==> src/rtl/fifo_rt_pkg.sv <==
package fifo_rt_pkg;
   typedef enum logic {
      MODE_NORMAL = 1'b0,
      MODE_REPLAY = 1'b1
   } fifo_mode_e;

   function automatic bit is_pow2(input int unsigned v);
      return (v != 0) && ((v & (v - 1)) == 0);
   endfunction
endpackage

==> src/rtl/mrf_mark_ctrl.sv <==
module mrf_mark_ctrl
   import fifo_rt_pkg::*;
#(
   parameter int PW = 4
) (
   input  logic          clk,
   input  logic          rst_n,
   input  logic          mark_hold,
   input  logic          rewind,
   input  logic [PW-1:0] rd_ptr,
   output fifo_mode_e    mode,
   output logic [PW-1:0] mark_ptr,
   output logic          reload
);
   always_ff @(posedge clk or negedge rst_n) begin
      if (!rst_n) begin
         mode     <= MODE_NORMAL;
         mark_ptr <= '0;
      end else if (!mark_hold) begin
         mode <= MODE_NORMAL;
      end else if (mode == MODE_NORMAL) begin
         mode     <= MODE_REPLAY;
         mark_ptr <= rd_ptr;
      end
   end

   assign reload = rewind && (mode == MODE_REPLAY);

   assert_mark_capture_R5: assert property (@(posedge clk) disable iff (!rst_n)
      (mark_hold && mode == MODE_NORMAL) |=> (mode == MODE_REPLAY && mark_ptr == $past(rd_ptr)));
   assert_mode_exit_R6: assert property (@(posedge clk) disable iff (!rst_n)
      !mark_hold |=> (mode == MODE_NORMAL));
   assert_mode_hold_R6: assert property (@(posedge clk) disable iff (!rst_n)
      (mark_hold && mode == MODE_REPLAY) |=> (mode == MODE_REPLAY && $stable(mark_ptr)));
endmodule

==> src/rtl/mrf_ptr_ctrl.sv <==
module mrf_ptr_ctrl #(
   parameter int DEPTH = 8,
   parameter int PW    = 4
) (
   input  logic          clk,
   input  logic          rst_n,
   input  logic          wr_en,
   input  logic          rd_en,
   input  logic          reload,
   input  logic          in_replay,
   input  logic [PW-1:0] mark_ptr,
   output logic [PW-1:0] wr_ptr,
   output logic [PW-1:0] rd_ptr,
   output logic          do_wr,
   output logic          do_rd,
   output logic          empty,
   output logic          full
);
   localparam logic [PW-1:0] DEPTH_P = PW'(DEPTH);

   logic [PW-1:0] base_ptr;
   logic [PW-1:0] span;
   logic [PW-1:0] occupancy;

   assign base_ptr  = in_replay ? mark_ptr : rd_ptr;
   assign span      = wr_ptr - base_ptr;
   assign occupancy = wr_ptr - rd_ptr;
   assign empty     = (occupancy == '0);
   assign full      = (span == DEPTH_P);
   assign do_wr     = wr_en && !full;
   assign do_rd     = rd_en && !empty && !reload;

   always_ff @(posedge clk or negedge rst_n) begin
      if (!rst_n) begin
         wr_ptr <= '0;
      end else if (do_wr) begin
         wr_ptr <= wr_ptr + 1'b1;
      end
   end

   always_ff @(posedge clk or negedge rst_n) begin
      if (!rst_n) begin
         rd_ptr <= '0;
      end else if (reload) begin
         rd_ptr <= mark_ptr;
      end else if (do_rd) begin
         rd_ptr <= rd_ptr + 1'b1;
      end
   end

   assert_no_overflow_R3: assert property (@(posedge clk) disable iff (!rst_n)
      (wr_en && full) |=> $stable(wr_ptr));
   assert_occupancy_bound_R3: assert property (@(posedge clk) disable iff (!rst_n)
      occupancy <= DEPTH_P);
   assert_mark_protect_R7: assert property (@(posedge clk) disable iff (!rst_n)
      in_replay |-> ((wr_ptr - mark_ptr) <= DEPTH_P));
   assert_rewind_load_R8: assert property (@(posedge clk) disable iff (!rst_n)
      reload |=> (rd_ptr == $past(mark_ptr)));
   assert_empty_read_R4: assert property (@(posedge clk) disable iff (!rst_n)
      (empty && !reload) |=> $stable(rd_ptr));
endmodule

==> src/rtl/mrf_store.sv <==
module mrf_store #(
   parameter int WIDTH      = 8,
   parameter int DEPTH      = 8,
   parameter int AW         = 3,
   parameter bit RESET_DATA = 1'b1
) (
   input  logic             clk,
   input  logic             rst_n,
   input  logic             do_wr,
   input  logic [AW-1:0]    wr_addr,
   input  logic [WIDTH-1:0] wr_data,
   input  logic             do_rd,
   input  logic [AW-1:0]    rd_addr,
   output logic [WIDTH-1:0] rd_data
);
   logic [WIDTH-1:0] cells [DEPTH];

   always_ff @(posedge clk) begin
      if (do_wr) begin
         cells[wr_addr] <= wr_data;
      end
   end

   generate
      if (RESET_DATA) begin : g_rst_out
         always_ff @(posedge clk or negedge rst_n) begin
            if (!rst_n) begin
               rd_data <= '0;
            end else if (do_rd) begin
               rd_data <= cells[rd_addr];
            end
         end
      end else begin : g_raw_out
         always_ff @(posedge clk) begin
            if (do_rd) begin
               rd_data <= cells[rd_addr];
            end
         end
      end
   endgenerate

   assert_hold_out_R4: assert property (@(posedge clk) disable iff (!rst_n)
      !do_rd |=> $stable(rd_data));
endmodule

==> src/rtl/mark_rexmit_fifo.sv <==
module mark_rexmit_fifo
   import fifo_rt_pkg::*;
#(
   parameter int WIDTH      = 8,
   parameter int DEPTH      = 8,
   parameter bit RESET_DATA = 1'b1
) (
   input  logic             clk,
   input  logic             rst_n,
   input  logic             wr_en,
   input  logic [WIDTH-1:0] wr_data,
   input  logic             rd_en,
   output logic [WIDTH-1:0] rd_data,
   input  logic             mark_hold,
   input  logic             rewind,
   output logic             empty,
   output logic             full,
   output logic             replay_mode
);
   localparam int AW = $clog2(DEPTH);
   localparam int PW = AW + 1;

   generate
      if (!is_pow2(DEPTH) || DEPTH < 2) begin : g_bad_depth
         $error("DEPTH must be a power of two and at least 2");
      end
      if (WIDTH < 1) begin : g_bad_width
         $error("WIDTH must be at least 1");
      end
   endgenerate

   fifo_mode_e    mode;
   logic [PW-1:0] mark_ptr;
   logic [PW-1:0] wr_ptr;
   logic [PW-1:0] rd_ptr;
   logic          reload;
   logic          do_wr;
   logic          do_rd;

   assign replay_mode = (mode == MODE_REPLAY);

   mrf_mark_ctrl #(.PW(PW)) u_mark (
      .clk       (clk),
      .rst_n     (rst_n),
      .mark_hold (mark_hold),
      .rewind    (rewind),
      .rd_ptr    (rd_ptr),
      .mode      (mode),
      .mark_ptr  (mark_ptr),
      .reload    (reload)
   );

   mrf_ptr_ctrl #(.DEPTH(DEPTH), .PW(PW)) u_ptr (
      .clk       (clk),
      .rst_n     (rst_n),
      .wr_en     (wr_en),
      .rd_en     (rd_en),
      .reload    (reload),
      .in_replay (replay_mode),
      .mark_ptr  (mark_ptr),
      .wr_ptr    (wr_ptr),
      .rd_ptr    (rd_ptr),
      .do_wr     (do_wr),
      .do_rd     (do_rd),
      .empty     (empty),
      .full      (full)
   );

   mrf_store #(.WIDTH(WIDTH), .DEPTH(DEPTH), .AW(AW), .RESET_DATA(RESET_DATA)) u_store (
      .clk     (clk),
      .rst_n   (rst_n),
      .do_wr   (do_wr),
      .wr_addr (wr_ptr[AW-1:0]),
      .wr_data (wr_data),
      .do_rd   (do_rd),
      .rd_addr (rd_ptr[AW-1:0]),
      .rd_data (rd_data)
   );

   assert_flags_exclusive_R10: assert property (@(posedge clk) disable iff (!rst_n)
      !(empty && full && !replay_mode));
   assert_replay_write_R11: assert property (@(posedge clk) disable iff (!rst_n)
      (wr_en && !full) |=> !empty || $past(rd_en) || $past(rewind));
endmodule

==> config.mk <==
export PLATFORM = sky130hd
export DESIGN_NAME = mark_rexmit_fifo
export DESIGN_NICKNAME = d
export VERILOG_FILES = /design/src/rtl/fifo_rt_pkg.sv /design/src/rtl/mrf_mark_ctrl.sv /design/src/rtl/mrf_ptr_ctrl.sv /design/src/rtl/mrf_store.sv /design/src/rtl/mark_rexmit_fifo.sv
export SDC_FILE = /design/constraint.sdc
export NUM_CORES = 1
export LEC_CHECK = 0
export ABC_AREA = 1
export BUFFER_PORTS_ARGS = -buffer_cell sky130_fd_sc_hd__buf_2
export CORE_UTILIZATION = 54
export CTS_CLUSTER_DIAMETER = 30
export DETAILED_ROUTE_END_ITERATION = 6
export GPL_TIMING_DRIVEN = 0
export PLACE_DENSITY_LB_ADDON = 0.3
export RECOVER_POWER = 50
export SLEW_MARGIN = 20
export SYNTH_ARGS = -nofsm -noshare
export SYNTH_HDL_FRONTEND = slang
export SYNTH_SLANG_ARGS = --single-unit
==> constraint.sdc <==
create_clock -name clk -period 2.6 [get_ports clk]
set_clock_uncertainty 0.1 [all_clocks]
set_input_delay 0 -clock clk [delete_from_list [all_inputs] [get_ports clk]]
set_output_delay 0 -clock clk [all_outputs]
set_load 0.01 [all_outputs]
==> results of run 1 <==
power breakdown:
part	internal, uW	switching [uW]	leakage (uW)
Sequential	1750	151	0.000843
Clock	651	497	0.000122
Combinational	808	1470	0.00117
registers in the layout, indices dropped and copies added, names as in the netlist:
name             cells
u_store.cells       64
u_mark.mark_ptr      4
u_ptr.rd_ptr         4
u_ptr.wr_ptr         4
u_mark.mode          1
u_store.rd_data      8
cell families after synthesis:
group,after synthesis,synth area share
fa+ha+maj,8,0.02488
xor+xnor,3,0.006531
buf+inv,59,0.06872
compound gates,30,0.03731
flops,85,0.6082
simple gates,245,0.2544
what timing repair did:
action | CTS | global route
pin swaps | 4 | 3
resized for setup | 24 | 5
endpoints found under the hold margin | 106 | 0
setup buffers | 2 | 3
hold buffers | 13 | 0
endpoints found under the setup margin | 65 | 65
worst max-delay path, delay by kind of cell, from the launching register on:
family,cells,cell delay [ns]
buffers and inverters,2,0.28
flip-flops,1,0.44
AO/OA/AOI/OAI,1,0.21
AND/OR/NAND/NOR,6,0.84
adder cells (fa/ha/maj),1,0.29
through the flow:
| step | total power [uW] | utilization | cells | hold WS [ns] |
|---|---|---|---|---|
| after floorplan | 3430 | - | 430 | -0.3956 |
| after global placement | 3910 | 0.5909 | 552 | -0.1207 |
| after detailed placement | 3981 | 0.5909 | 552 | -0.1125 |
| after CTS | 5264 | 0.6599 | 582 | 0.03400 |
| after global routing | 5710 | 0.6625 | 584 | 0.3390 |
| final | 5327 | 0.6625 | 584 | 0.2832 |
synth_stat cells:
master	count
nand4_1	8
a21oi_1	2
nand3_1	28
nand3_2	1
o21ai_0	20
inv_4	1
edfxtp_1	64
o21ai_1	8
nand3_4	2
xnor2_1	1
nand2_4	1
buf_4	5
buf_6	3
dfrtp_1	21
nand2_1	183
nor2_1	20
or2_4	1
nand2_2	1
buf_2	9
xor2_1	2
ha_1	8
inv_1	40
clkinv_1	1
routing by layer:
| layer | part of all wire | wire, um |
|---|---|---|
| met1 | 0.45 | 3774 |
| met2 | 0.47 | 3932 |
| met3 | 0.052 | 429 |
| met4 | 0.022 | 185 |
| met5 | 0 | 0 |
area by class of cell:
cell class / count / area share
Multi-Input combinational cell: 286 / 0.2919
Buffer: 15 / 0.02356
Sequential cell: 85 / 0.5120
Timing Repair Buffer: 41 / 0.06073
Tap cell: 99 / 0.02592
Inverter: 42 / 0.03351
Clock inverter: 7 / 0.02644
Clock buffer: 9 / 0.02592
worst max path at each step:
stage	cells past startpoint	end	slack (ns)	startpoint
2_1_floorplan	11	u_store.cells[4][0]	0.08	u_ptr.rd_ptr[1]
6_report	10	u_store.cells[1][5]	0.13	u_ptr.rd_ptr[2]
3_3_place_gp	10	u_store.cells[4][6]	-0.46	u_ptr.rd_ptr[1]
4_1_cts	11	u_store.cells[6][7]	0.0003	u_ptr.rd_ptr[1]
3_5_place_dp	11	u_store.cells[2][6]	-0.59	u_ptr.rd_ptr[1]
5_1_grt	10	u_store.cells[6][7]	-0.01	u_ptr.rd_ptr[2]
==> out/metrics.csv, run 1 <==
stage,metric,value,unit
pwr,ir_worst_vdd,0.0005802,V
die,ioPinCount,25,
job,cap_violations,0,
route,drt_pass1_iterations,5,
clock_tree,ctsRootBufferMaster,clkbuf_8,
global_routing,use_met1,0.3127,
setup_path,regToRegEndpoint,u_store.cells[1][5],
place,port_buffers,23,
cells_and_area,seq_area,2447,sq um
route,drtAntennaViolNets,0,
setup_path,cp-end-kind,flip-flop,
cells_and_area,final_cell_mix,"nand2_1 (183), edfxtp_1 (64), inv_1 (40)",
cells_and_area,final_area,4780,sq um
global_routing,grt_pass1_wl,13.22,mm
route,vias,3007,
setup_path,critPathKind,flip-flop to flip-flop,
timing,tns,0,ns
cells_and_area,nFillCells,565,
route,first_iter_violations,227,
synth,synth-warning-count,0,
pwr,cellPowerDensity,1115,nW/um^2
timing,finalHoldViolations,0,
clock_tree,numCtsBuffers,9,
clock_tree,cts_sinks,85,
cells_and_area,final_common_cell,nand2_1,
cells_and_area,insertedDiodeCount,0,
outcome,status,"complete, no violations",
place,dp_hpwl,5.416,mm
global_routing,grt-ovfl-total,0,
synth,syn_area,4024,sq um
synth,synth.area.top_cells,"edfxtp_1 (48%), nand2_1 (17%), dfrtp_1 (13%)",
cells_and_area,multi_input_area,1395,sq um
global_routing,met2_usage,0.3741,
synth,ys_seq_area_frac,0.6082,
clock_tree,h-tree-depth,3,
setup_path,r2r_cells,10,
route,post_drt_wl_per_cell,14.25,um
setup_path,path_cells,clkbuf_4 > o21ai_2 > ha_1 > nand3_1 > nand3_1 > inv_1 > nand2_1 > nand3_4 > nand2_8 > nor2_4,
setup_path,cpMostUsedCell,nand3_1,
global_routing,track_usage,0.2358,
setup_path,start_kind,flip-flop,
route,viasPerCell,5.149,
global_routing,antenna_found_initial,0,
cells_and_area,fin_nets,502,
setup_path,max_stage_delay,0.44,ns
synth,synth_fp_nets,452,
clock_tree,cts.clk_slew.worst_paths,0.09,ns
die,core,7214,sq um
clock_tree,clk_path_buf_depth,2,
timing,max_freq,0.4043,GHz
global_routing,top_usage_layer,met2,
timing,setup_ws,0.1265,ns
clock_tree,cts_tree,done,
synth,avgSynthCellArea,9.358,sq um
route,drc_errors,0,
place,gp_congestion,0.8150,
die,fp-row-count,31,
setup_path,cp_slowest_cell,dfrtp_1,
synth,yosys.area.top_type_share,0.4776,
global_routing,first_global_vias,2754,
timing,setup_viol,0,
timing,post-route-period-util,0.9513,
pwr,p_leak,0.002136,uW
place,dp_slack,-0.5874,ns
timing,tightest_slew,1.159,ns
die,fp.dieW,88.32,um
setup_path,cp_data_arrival_time,2.41,ns
setup_path,reg2reg_from,u_ptr.rd_ptr[2],
timing,slew_violations,0,
synth,ys_types,23,
timing,slew_headroom,0.2275,
die,die_area,7800,sq um
timing,fin_crit,2.473,ns
global_routing,grt_util_met3,0.03918,
synth,synthCells,430,
synth,yosys.area.top_type,edfxtp_1,
clock_tree,clock_latency,0.36,ns
setup_path,crit_fanout,10,
setup_path,worstPathRequired,2.54,ns
synth,ys_seq_elements,85,
die,start_util,0.5578,
place,placed_area,4263,sq um
die,die_h,88.32,um
setup_path,r2r_slack,0.13,ns
route,wirelength,8.321,mm
cells_and_area,drive_above_1_share,0.1299,
cells_and_area,syn_to_final_growth,18.78,%
hold_path,hold_class,input pin to async pin,
global_routing,grt_max_degree,22,
Power figures use the tool's default switching activity.
==> run 2: changes to the inputs <==
--- a/config.mk
+++ b/config.mk
@@ -5,9 +5,11 @@
 export SDC_FILE = /design/constraint.sdc
 export NUM_CORES = 1
 export LEC_CHECK = 0
-export ABC_AREA = 1
+export ABC_AREA = 0
 export BUFFER_PORTS_ARGS = -buffer_cell sky130_fd_sc_hd__buf_2
-export CORE_UTILIZATION = 54
+export CELL_PAD_IN_SITES_DETAIL_PLACEMENT = 1
+export CELL_PAD_IN_SITES_GLOBAL_PLACEMENT = 1
+export CORE_UTILIZATION = 46
 export CTS_CLUSTER_DIAMETER = 30
 export DETAILED_ROUTE_END_ITERATION = 6
 export GPL_TIMING_DRIVEN = 0
==> run 2 against run 1 <==
The run now ends with setup timing left. Worst hold slack improved by 0.032 ns. Wire length fell by 1.6%. Worst setup slack got worse by 0.15 ns. Power rose by 9.0%. Register-to-register slack got worse by 0.15 ns.
==> out/metrics.csv, run 2 <==
stage,metric,value,unit,change
place,port_buffers,24,,was 23
die,ioPinCount,25,,unchanged
global_routing,antenna_found_initial,0,,unchanged
outcome,status,"complete, but fails checks",,"was complete, no violations"
setup_path,cp-end-kind,flip-flop,,unchanged
clock_tree,numCtsBuffers,9,,unchanged
setup_path,r2r_slack,-0.03,ns,was 0.13 ns
route,first_iter_violations,119,,was 227
job,cap_violations,0,,unchanged
cells_and_area,reg.largest.list,"u_store.cells: 64 flops, u_store.rd_data: 8 flops",,unchanged
synth,syn_area,3660,sq um,was 4024 sq um
clock_tree,clk_path_buf_depth,2,,unchanged
die,die_h,91.20,um,was 88.32 um
route,top_layer_used,met4,,unchanged
setup_path,start_kind,flip-flop,,unchanged
route,drtAntennaViolNets,0,,unchanged
synth,synth_compound_area_frac,0.02940,,was 0.03731
die,start_util,0.4736,,was 0.5578
timing,finalHoldViolations,0,,unchanged
pwr,cellPowerDensity,1247,nW/um^2,was 1115 nW/um^2
timing,timing.hold.ws,0.3148,ns,was 0.2832 ns
synth,yosys.area.top_type,edfxtp_1,,unchanged
cells_and_area,insertedDiodeCount,0,,unchanged
timing,slew_violations,0,,unchanged
setup_path,crit_fanout,10,,unchanged
cells_and_area,drive_above_1_share,0.3771,,was 0.1299
die,core,7727,sq um,was 7214 sq um
place,placed_area,3948,sq um,was 4263 sq um
clock_tree,cts_sinks,85,,unchanged
synth,synth_most_common_cell,edfxtp_1,,was nand2_1
setup_path,r2r_cells,11,,was 10
pwr,ir_worst_vdd,0.0004347,V,was 0.0005802 V
synth,async_flop_share,0.2471,,unchanged
die,die_area,8317,sq um,was 7800 sq um
setup_path,crit_start,u_ptr.rd_ptr[2],,unchanged
place,dp_hpwl,4.889,mm,was 5.416 mm
setup_path,regToRegEndpoint,u_store.cells[2][1],,was u_store.cells[1][5]
timing,setup_viol,24,,was 0
route,wl_met3,280,um,was 429 um
cells_and_area,registers.top_by_ff_count,u_store.cells,,unchanged
cells_and_area,finish.utilization,0.6025,,was 0.6625
route,post_drt_wl_per_cell,20.52,um,was 14.25 um
clock_tree,cts.clk_slew.worst_paths,0.10,ns,was 0.09 ns
die,fp-row-count,32,,was 31
setup_path,cp_data_arrival_time,2.61,ns,was 2.41 ns
place,gp_congestion,0.7209,,was 0.8150
hold_path,hold_class,input pin to async pin,,unchanged
setup_path,path_cells,clkbuf_8 > mux2i_4 > ha_4 > a21oi_2 > o21ai_2 > xnor2_2 > buf_6 > o21ai_4 > buf_12 > nor3_4 > buf_12,,was clkbuf_4 > o21ai_2 > ha_1 > nand3_1 > nand3_1 > inv_1 > nand2_1 > nand3_4 > nand2_8 > nor2_4
timing,tightest_slew,1.211,ns,was 1.159 ns
cells_and_area,final_common_cell,edfxtp_1,,was nand2_1
route,viasPerCell,5.434,,was 5.149
setup_path,worstPathRequired,2.58,ns,was 2.54 ns
global_routing,grt_max_degree,22,,unchanged
setup_path,cpMostUsedCell,buf_12,,was nand3_1
synth,synthMuxAreaShare,0.1518,,was 0
synth,synth_ff_type,edfxtp_1,,unchanged
cells_and_area,syn_to_final_growth,27.21,%,was 18.78%
synth,synth_fa_ha_area_frac,0.02735,,was 0.02488
cells_and_area,nFillCells,726,,was 565
global_routing,grt_pass1_wl,12.85,mm,was 13.22 mm
die,fp.dieW,91.20,um,was 88.32 um
global_routing,track_usage,0.2131,,was 0.2358
cells_and_area,fin_nets,314,,was 502
synth,synthCells,222,,was 430
synth,ys_types,37,,was 23
pwr,power.total,5804,uW,was 5327 uW
synth,synth_edf_count,64,,unchanged
timing,fin_crit,2.628,ns,was 2.473 ns
cells_and_area,final_cell_mix,"edfxtp_1 (64), nand2_1 (31), dfrtp_1 (18)",,"was nand2_1 (183), edfxtp_1 (64), inv_1 (40)"
cells_and_area,final_area,4656,sq um,was 4780 sq um
synth,synth_xor_area_frac,0.02325,,was 0.006530
setup_path,cp_slowest_cell,dfrtp_1,,unchanged
synth,yosys-top-cells-count,"edfxtp_1 (64), nand2_1 (31), dfrtp_1 (21)",,"was nand2_1 (183), edfxtp_1 (64), inv_1 (40)"
synth,synth_fp_nets,244,,was 452
timing,slew_headroom,0.1928,,was 0.2275
setup_path,reg2reg_from,u_ptr.rd_ptr[2],,unchanged
global_routing,first_global_vias,2350,,was 2754
cells_and_area,multi_input_area,1318,sq um,was 1395 sq um
synth,yosys.area.top_type_share,0.5251,,was 0.4776
synth,ys_seq_elements,85,,unchanged
setup_path,critPathKind,flip-flop to flip-flop,,unchanged
route,vias,2168,,was 3007
timing,setup_ws,-0.02804,ns,was 0.1265 ns
pwr,p_leak,0.001742,uW,was 0.002136 uW
clock_tree,clock_latency,0.36,ns,about the same
synth,synth-warning-count,0,,unchanged
clock_tree,h-tree-depth,3,,unchanged
cells_and_area,seq_area,2451,sq um,was 2447 sq um
clock_tree,ctsRootBufferMaster,clkbuf_8,,unchanged
setup_path,endpoint,u_store.cells[2][1],,was u_store.cells[1][5]
route,wirelength,8.188,mm,was 8.321 mm
route,wl_met2,4.214,mm,was 3.932 mm
clock_tree,cts_tree,done,,unchanged
global_routing,grt-ovfl-total,0,,unchanged
synth,ys_seq_area_frac,0.6687,,was 0.6082
timing,post-route-period-util,1.011,,was 0.9513
route,drt_pass1_iterations,4,,was 5
setup_path,max_stage_delay,0.44,ns,about the same
cells_and_area,largest_register_ffs,64,,unchanged
synth,synth_top_family_by_area,multiplexers,,was simple AND/OR/NAND/NOR gates
synth,synth.area.top_cells,"edfxtp_1 (53%), dfrtp_1 (14%), mux4_2 (9.8%)",,"was edfxtp_1 (48%), nand2_1 (17%), dfrtp_1 (13%)"
route,drc_errors,0,,unchanged
synth,synth_simple_gate_area_frac,0.07932,,was 0.2544
route,wl_met1,3.538,mm,was 3.774 mm
outcome,violations,setup timing,,
synth,avgSynthCellArea,16.49,sq um,was 9.358 sq um
timing,max_freq,0.3805,GHz,was 0.4043 GHz
## run 2: cell count changes in the layout (fill, tap and decap cells not counted), sizes merged, moves of 12 or more
cell,delta
nor2,-14
mux2,+12
inv,-35
nand3,-28
o21ai,-22
mux4,+16
nand2,-154
## run 2: metal layers
metal	vias up	GRT usage
li1	983	-
met1	1126	0.2743
met2	49	0.3535
met3	10	0.03518
met4	0	0.1019
met5	-	0
## run 2: layout make-up
cell class                      instances  area share
Buffer                                  8     0.01586
Clock buffer                            9     0.02661
Clock inverter                          7     0.01747
Inverter                                7    0.005912
Multi-Input combinational cell        123      0.2830
Sequential cell                        85      0.5265
Tap cell                              102     0.02741
Timing Repair Buffer                   58     0.09729
## run 2: worst min-delay path by stage
stage | to | slack (ns) | depth (start not counted)
2_1_floorplan | u_mark.mark_ptr[0] | -0.40 | 0
3_3_place_gp | u_ptr.wr_ptr[1] | -0.11 | 1
3_5_place_dp | u_ptr.wr_ptr[1] | -0.10 | 1
4_1_cts | u_ptr.wr_ptr[3] | 0.02 | 2
5_1_grt | u_mark.mode | 0.35 | 2
6_report | u_mark.mark_ptr[1] | 0.31 | 2
## run 2: kinds of logic after synthesis
kind of cell,Yosys count
simple gates,59
compound gates,16
fa+ha+maj,8
buf+inv,15
xor+xnor,8
flops,85
mux,31
## run 2: metrics by stage
stage	std cells	setup WS [ns]	TNS, ns
global placement	348	-0.8880	-48.94
CTS	391	0.01683	0
global route	399	-0.1332	-5.099
floorplan	222	-0.1231	-4.233
detailed placement	348	-0.9922	-51.72
finish	399	-0.02804	-0.4116
## run 2: repair_timing
item | CTS | global route
endpoints found under the hold margin | 97 | 0
gates resized for setup | 25 | 10
setup endpoints to repair | 79 | 73
gates cloned | 1 | 0
setup buffers | 13 | 8
hold buffers | 13 | 0
pin swaps | 10 | 11
## run 2: worst max-delay path, delay by kind of cell, from the launching register on
kind,cells,cell delay [ns]
mux,1,0.20
xor+xnor,1,0.17
simple gates,1,0.23
buf+inv,4,0.66
compound gates,3,0.29
flops,1,0.44
fa+ha+maj,1,0.25
## run 2: power breakdown
group	switching (uW)	internal [uW]	total, uW
registers	226	1800	2020
logic	1410	1390	2800
clock network	520	460	979
==> run 3: changes to the inputs <==
--- a/config.mk
+++ b/config.mk
@@ -5,11 +5,11 @@
 export SDC_FILE = /design/constraint.sdc
 export NUM_CORES = 1
 export LEC_CHECK = 0
-export ABC_AREA = 0
+export ABC_AREA = 1
 export BUFFER_PORTS_ARGS = -buffer_cell sky130_fd_sc_hd__buf_2
 export CELL_PAD_IN_SITES_DETAIL_PLACEMENT = 1
 export CELL_PAD_IN_SITES_GLOBAL_PLACEMENT = 1
-export CORE_UTILIZATION = 46
+export CORE_UTILIZATION = 42
 export CTS_CLUSTER_DIAMETER = 30
 export DETAILED_ROUTE_END_ITERATION = 6
 export GPL_TIMING_DRIVEN = 0
==> run 3 against run 2 <==
The run now ends clean. Power decreased by 10%. Critical path depth did not move. Sequential share of layout area down 1.5 points. Maximum frequency increased by 8.7%. Clock-buffer cell count unchanged. Via count grew 40%. Die area increased by 20%. Core utilization fell by 8.4 points. Register-to-register slack gained 0.22 ns. Combinational power decreased by 16%. Cell area grew 2.8%. Sequential cell count stayed put. Largest cell class unchanged. Largest power group unchanged.
==> out/metrics.csv, run 3 (synthesized netlist as in run 1, its figures left out) <==
stage,metric,value,unit,change
setup_path,r2r_slack,0.19,ns,was -0.03 ns
global_routing,grt-ovfl-total,0,,unchanged
route,post_drt_wl_per_cell,16.27,um,was 20.52 um
setup_path,cp.buffers_inverters,5,,was 4
timing,timing.hold.ws,0.03659,ns,was 0.3148 ns
setup_path,crit_fanout,10,,unchanged
timing,tightest_slew,1.203,ns,was 1.211 ns
route,drt_pass1_iterations,4,,unchanged
timing,finalHoldViolations,0,,unchanged
timing,post-route-period-util,0.9298,,was 1.011
place,dp_hpwl,6.934,mm,was 4.889 mm
clock_tree,clk_path_buf_depth,2,,unchanged
route,drtAntennaViolNets,0,,unchanged
die,core,9240,sq um,was 7727 sq um
global_routing,first_global_vias,3174,,was 2350
cells_and_area,syn_to_final_growth,19.00,%,was 27.21%
timing,slew_headroom,0.1983,,was 0.1928
cells_and_area,final_cell_mix,"nand2_1 (183), edfxtp_1 (64), inv_1 (40)",,"was edfxtp_1 (64), nand2_1 (31), dfrtp_1 (18)"
timing,setup_viol,0,,was 24
die,ioPinCount,25,,unchanged
clock_tree,ctsRootBufferMaster,clkbuf_8,,unchanged
route,vias,3045,,was 2168
route,first_iter_violations,130,,was 119
hold_path,hold_start,rewind,,
route,drc_errors,0,,unchanged
timing,max_freq,0.4136,GHz,was 0.3805 GHz
setup_path,path_cells,inv_1 > clkbuf_4 > ha_1 > nand2_1 > nand2_1 > nand3_1 > nand2_1 > nand2_2 > buf_6 > inv_1 > buf_2,,was clkbuf_8 > mux2i_4 > ha_4 > a21oi_2 > o21ai_2 > xnor2_2 > buf_6 > o21ai_4 > buf_12 > nor3_4 > buf_12
cells_and_area,final_common_cell,nand2_1,,was edfxtp_1
route,wirelength,10.01,mm,was 8.188 mm
cells_and_area,largest_register_ffs,64,,unchanged
clock_tree,clock_latency,0.37,ns,was 0.36 ns
global_routing,grt_pass1_wl,16.05,mm,was 12.85 mm
setup_path,cp_data_arrival_time,2.32,ns,was 2.61 ns
setup_path,reg2reg_from,u_ptr.rd_ptr[2],,unchanged
setup_path,critPathKind,flip-flop to output pin,,was flip-flop to flip-flop
setup_path,cpMostUsedCell,nand2_1,,was buf_12
outcome,status,"complete, no violations",,"was complete, but fails checks"
die,start_util,0.4355,,was 0.4736
cells_and_area,reg.largest.list,"u_store.cells: 64 flops, u_store.rd_data: 8 flops",,unchanged
setup_path,start_kind,flip-flop,,unchanged
setup_path,regToRegEndpoint,u_store.cells[2][7],,was u_store.cells[2][1]
global_routing,track_usage,0.2187,,was 0.2131
timing,rsz0062_at_grt,false,,
setup_path,max_stage_delay,0.42,ns,was 0.44 ns
timing,tns,0,ns,was -0.4116 ns
pwr,ir_worst_vdd,0.0003807,V,was 0.0004347 V
route,viasPerCell,4.951,,was 5.434
hold_path,hold_class,input pin to flip-flop,,was input pin to async pin
global_routing,grt_max_degree,22,,unchanged
setup_path,cp-end-kind,output pin,,was flip-flop
die,die_h,99.88,um,was 91.20 um
cells_and_area,insertedDiodeCount,0,,unchanged
die,fp.dieW,99.88,um,was 91.20 um
cells_and_area,fin_nets,503,,was 314
global_routing,antenna_found_initial,0,,unchanged
place,gp_congestion,0.7442,,was 0.7209
job,cap_violations,0,,unchanged
clock_tree,cts_sinks,85,,unchanged
setup_path,worstPathRequired,2.50,ns,was 2.58 ns
clock_tree,cts.clk_slew.worst_paths,0.09,ns,was 0.10 ns
hold_path,min_to,u_store.rd_data[5],,
pwr,p_leak,0.002128,uW,was 0.001742 uW
clock_tree,cts_tree,done,,unchanged
clock_tree,numCtsBuffers,9,,unchanged
timing,slew_violations,0,,unchanged
cells_and_area,finish.utilization,0.5182,,was 0.6025
pwr,cellPowerDensity,1090,nW/um^2,was 1247 nW/um^2
setup_path,critPathTopFamily,buffers and inverters,,unchanged
cells_and_area,drive_above_1_share,0.1358,,was 0.3771
setup_path,r2r_cells,10,,was 11
die,die_area,9976,sq um,was 8317 sq um
clock_tree,h-tree-depth,3,,unchanged
place,port_buffers,23,,was 24
timing,fin_crit,2.418,ns,was 2.628 ns
setup_path,cp_slowest_cell,dfrtp_1,,unchanged
die,fp-row-count,35,,was 32
cells_and_area,registers.top_by_ff_count,u_store.cells,,unchanged
hold_path,whs_path_depth,5,,
run 3: changes by cell type in the layout (fill, tap and decap cells not counted), sizes merged, moves of 4 or more:
cell and delta:
nand4 +7, nand3 +28, mux4 -16, nor2 +14, o21ai +22, mux2 -12, nand2 +154, nor4 -4
buf -10, inv +38, xnor2 -6
run 3: how the worst max path moves through the flow:
stage,start,endpoint,depth (start not counted)
global route,u_ptr.rd_ptr[1],empty,11
CTS,u_ptr.rd_ptr[0],u_store.cells[2][7],12
finish,u_ptr.rd_ptr[1],empty,11
global placement,u_ptr.rd_ptr[1],u_store.cells[4][4],11
detailed placement,u_ptr.rd_ptr[1],u_store.cells[4][4],11
floorplan,u_ptr.rd_ptr[1],u_store.cells[4][0],11
run 3: worst register-to-register path: stages, from the launching register on:
cell and delay [ns]:
dfrtp_1 0.44, clkbuf_4 0.22, o21ai_2 0.20, ha_1 0.29, nand3_1 0.10, nand3_1 0.09
inv_1 0.07, nand2_1 0.08, nand3_4 0.12, nand3_4 0.14, nor2_4 0.26
run 3: per-layer routing:
metal	track usage	part of all wire	vias to the layer above
li1	-	-	1495
met1	0.2842	0.44	1485
met2	0.3777	0.50	53
met3	0.02925	0.039	12
met4	0.07466	0.014	0
met5	0	0	-
run 3: report_power, final:
group | switching [uW] | internal [uW] | leakage [uW] | total [uW]
clock network | 579 | 389 | 0.000105 | 968
logic | 1530 | 815 | 0.00118 | 2350
registers | 152 | 1750 | 0.000843 | 1900
total | 2260 | 2960 | 0.00213 | 5220
run 3: through the flow:
stage | instance area [sq um] | instances | total power (uW) | worst slack, ns
2_1_floorplan | 4024 | 430 | 3430 | 0.07684
3_3_place_gp | 4300 | 582 | 3964 | -0.5612
3_5_place_dp | 4300 | 582 | 4089 | -0.6745
4_1_cts | 4801 | 616 | 5260 | 0.01747
5_1_grt | 4788 | 615 | 5617 | 0.01230
6_report | 4788 | 615 | 5218 | 0.1824
run 3: timing repair:
item / 4_1_cts / 5_1_grt
setup buffers: 6 / 1
hold buffers: 12 / 0
resized for setup: 26 / 4
endpoints found under the setup margin: 65 / 66
pin swaps: 4 / 1
hold endpoints to repair: 106 / 0
run 3: final cells by class:
type | count | area, sq um
inverter | 42 | 160.2
sequential | 85 | 2447
fill | 1053 | 4452
clock buffer | 9 | 123.9
clock inverter | 7 | 78.83
multi-input combinational | 286 | 1398
timing repair buffer | 42 | 307.8
buffer | 15 | 111.4
tap | 129 | 161.4
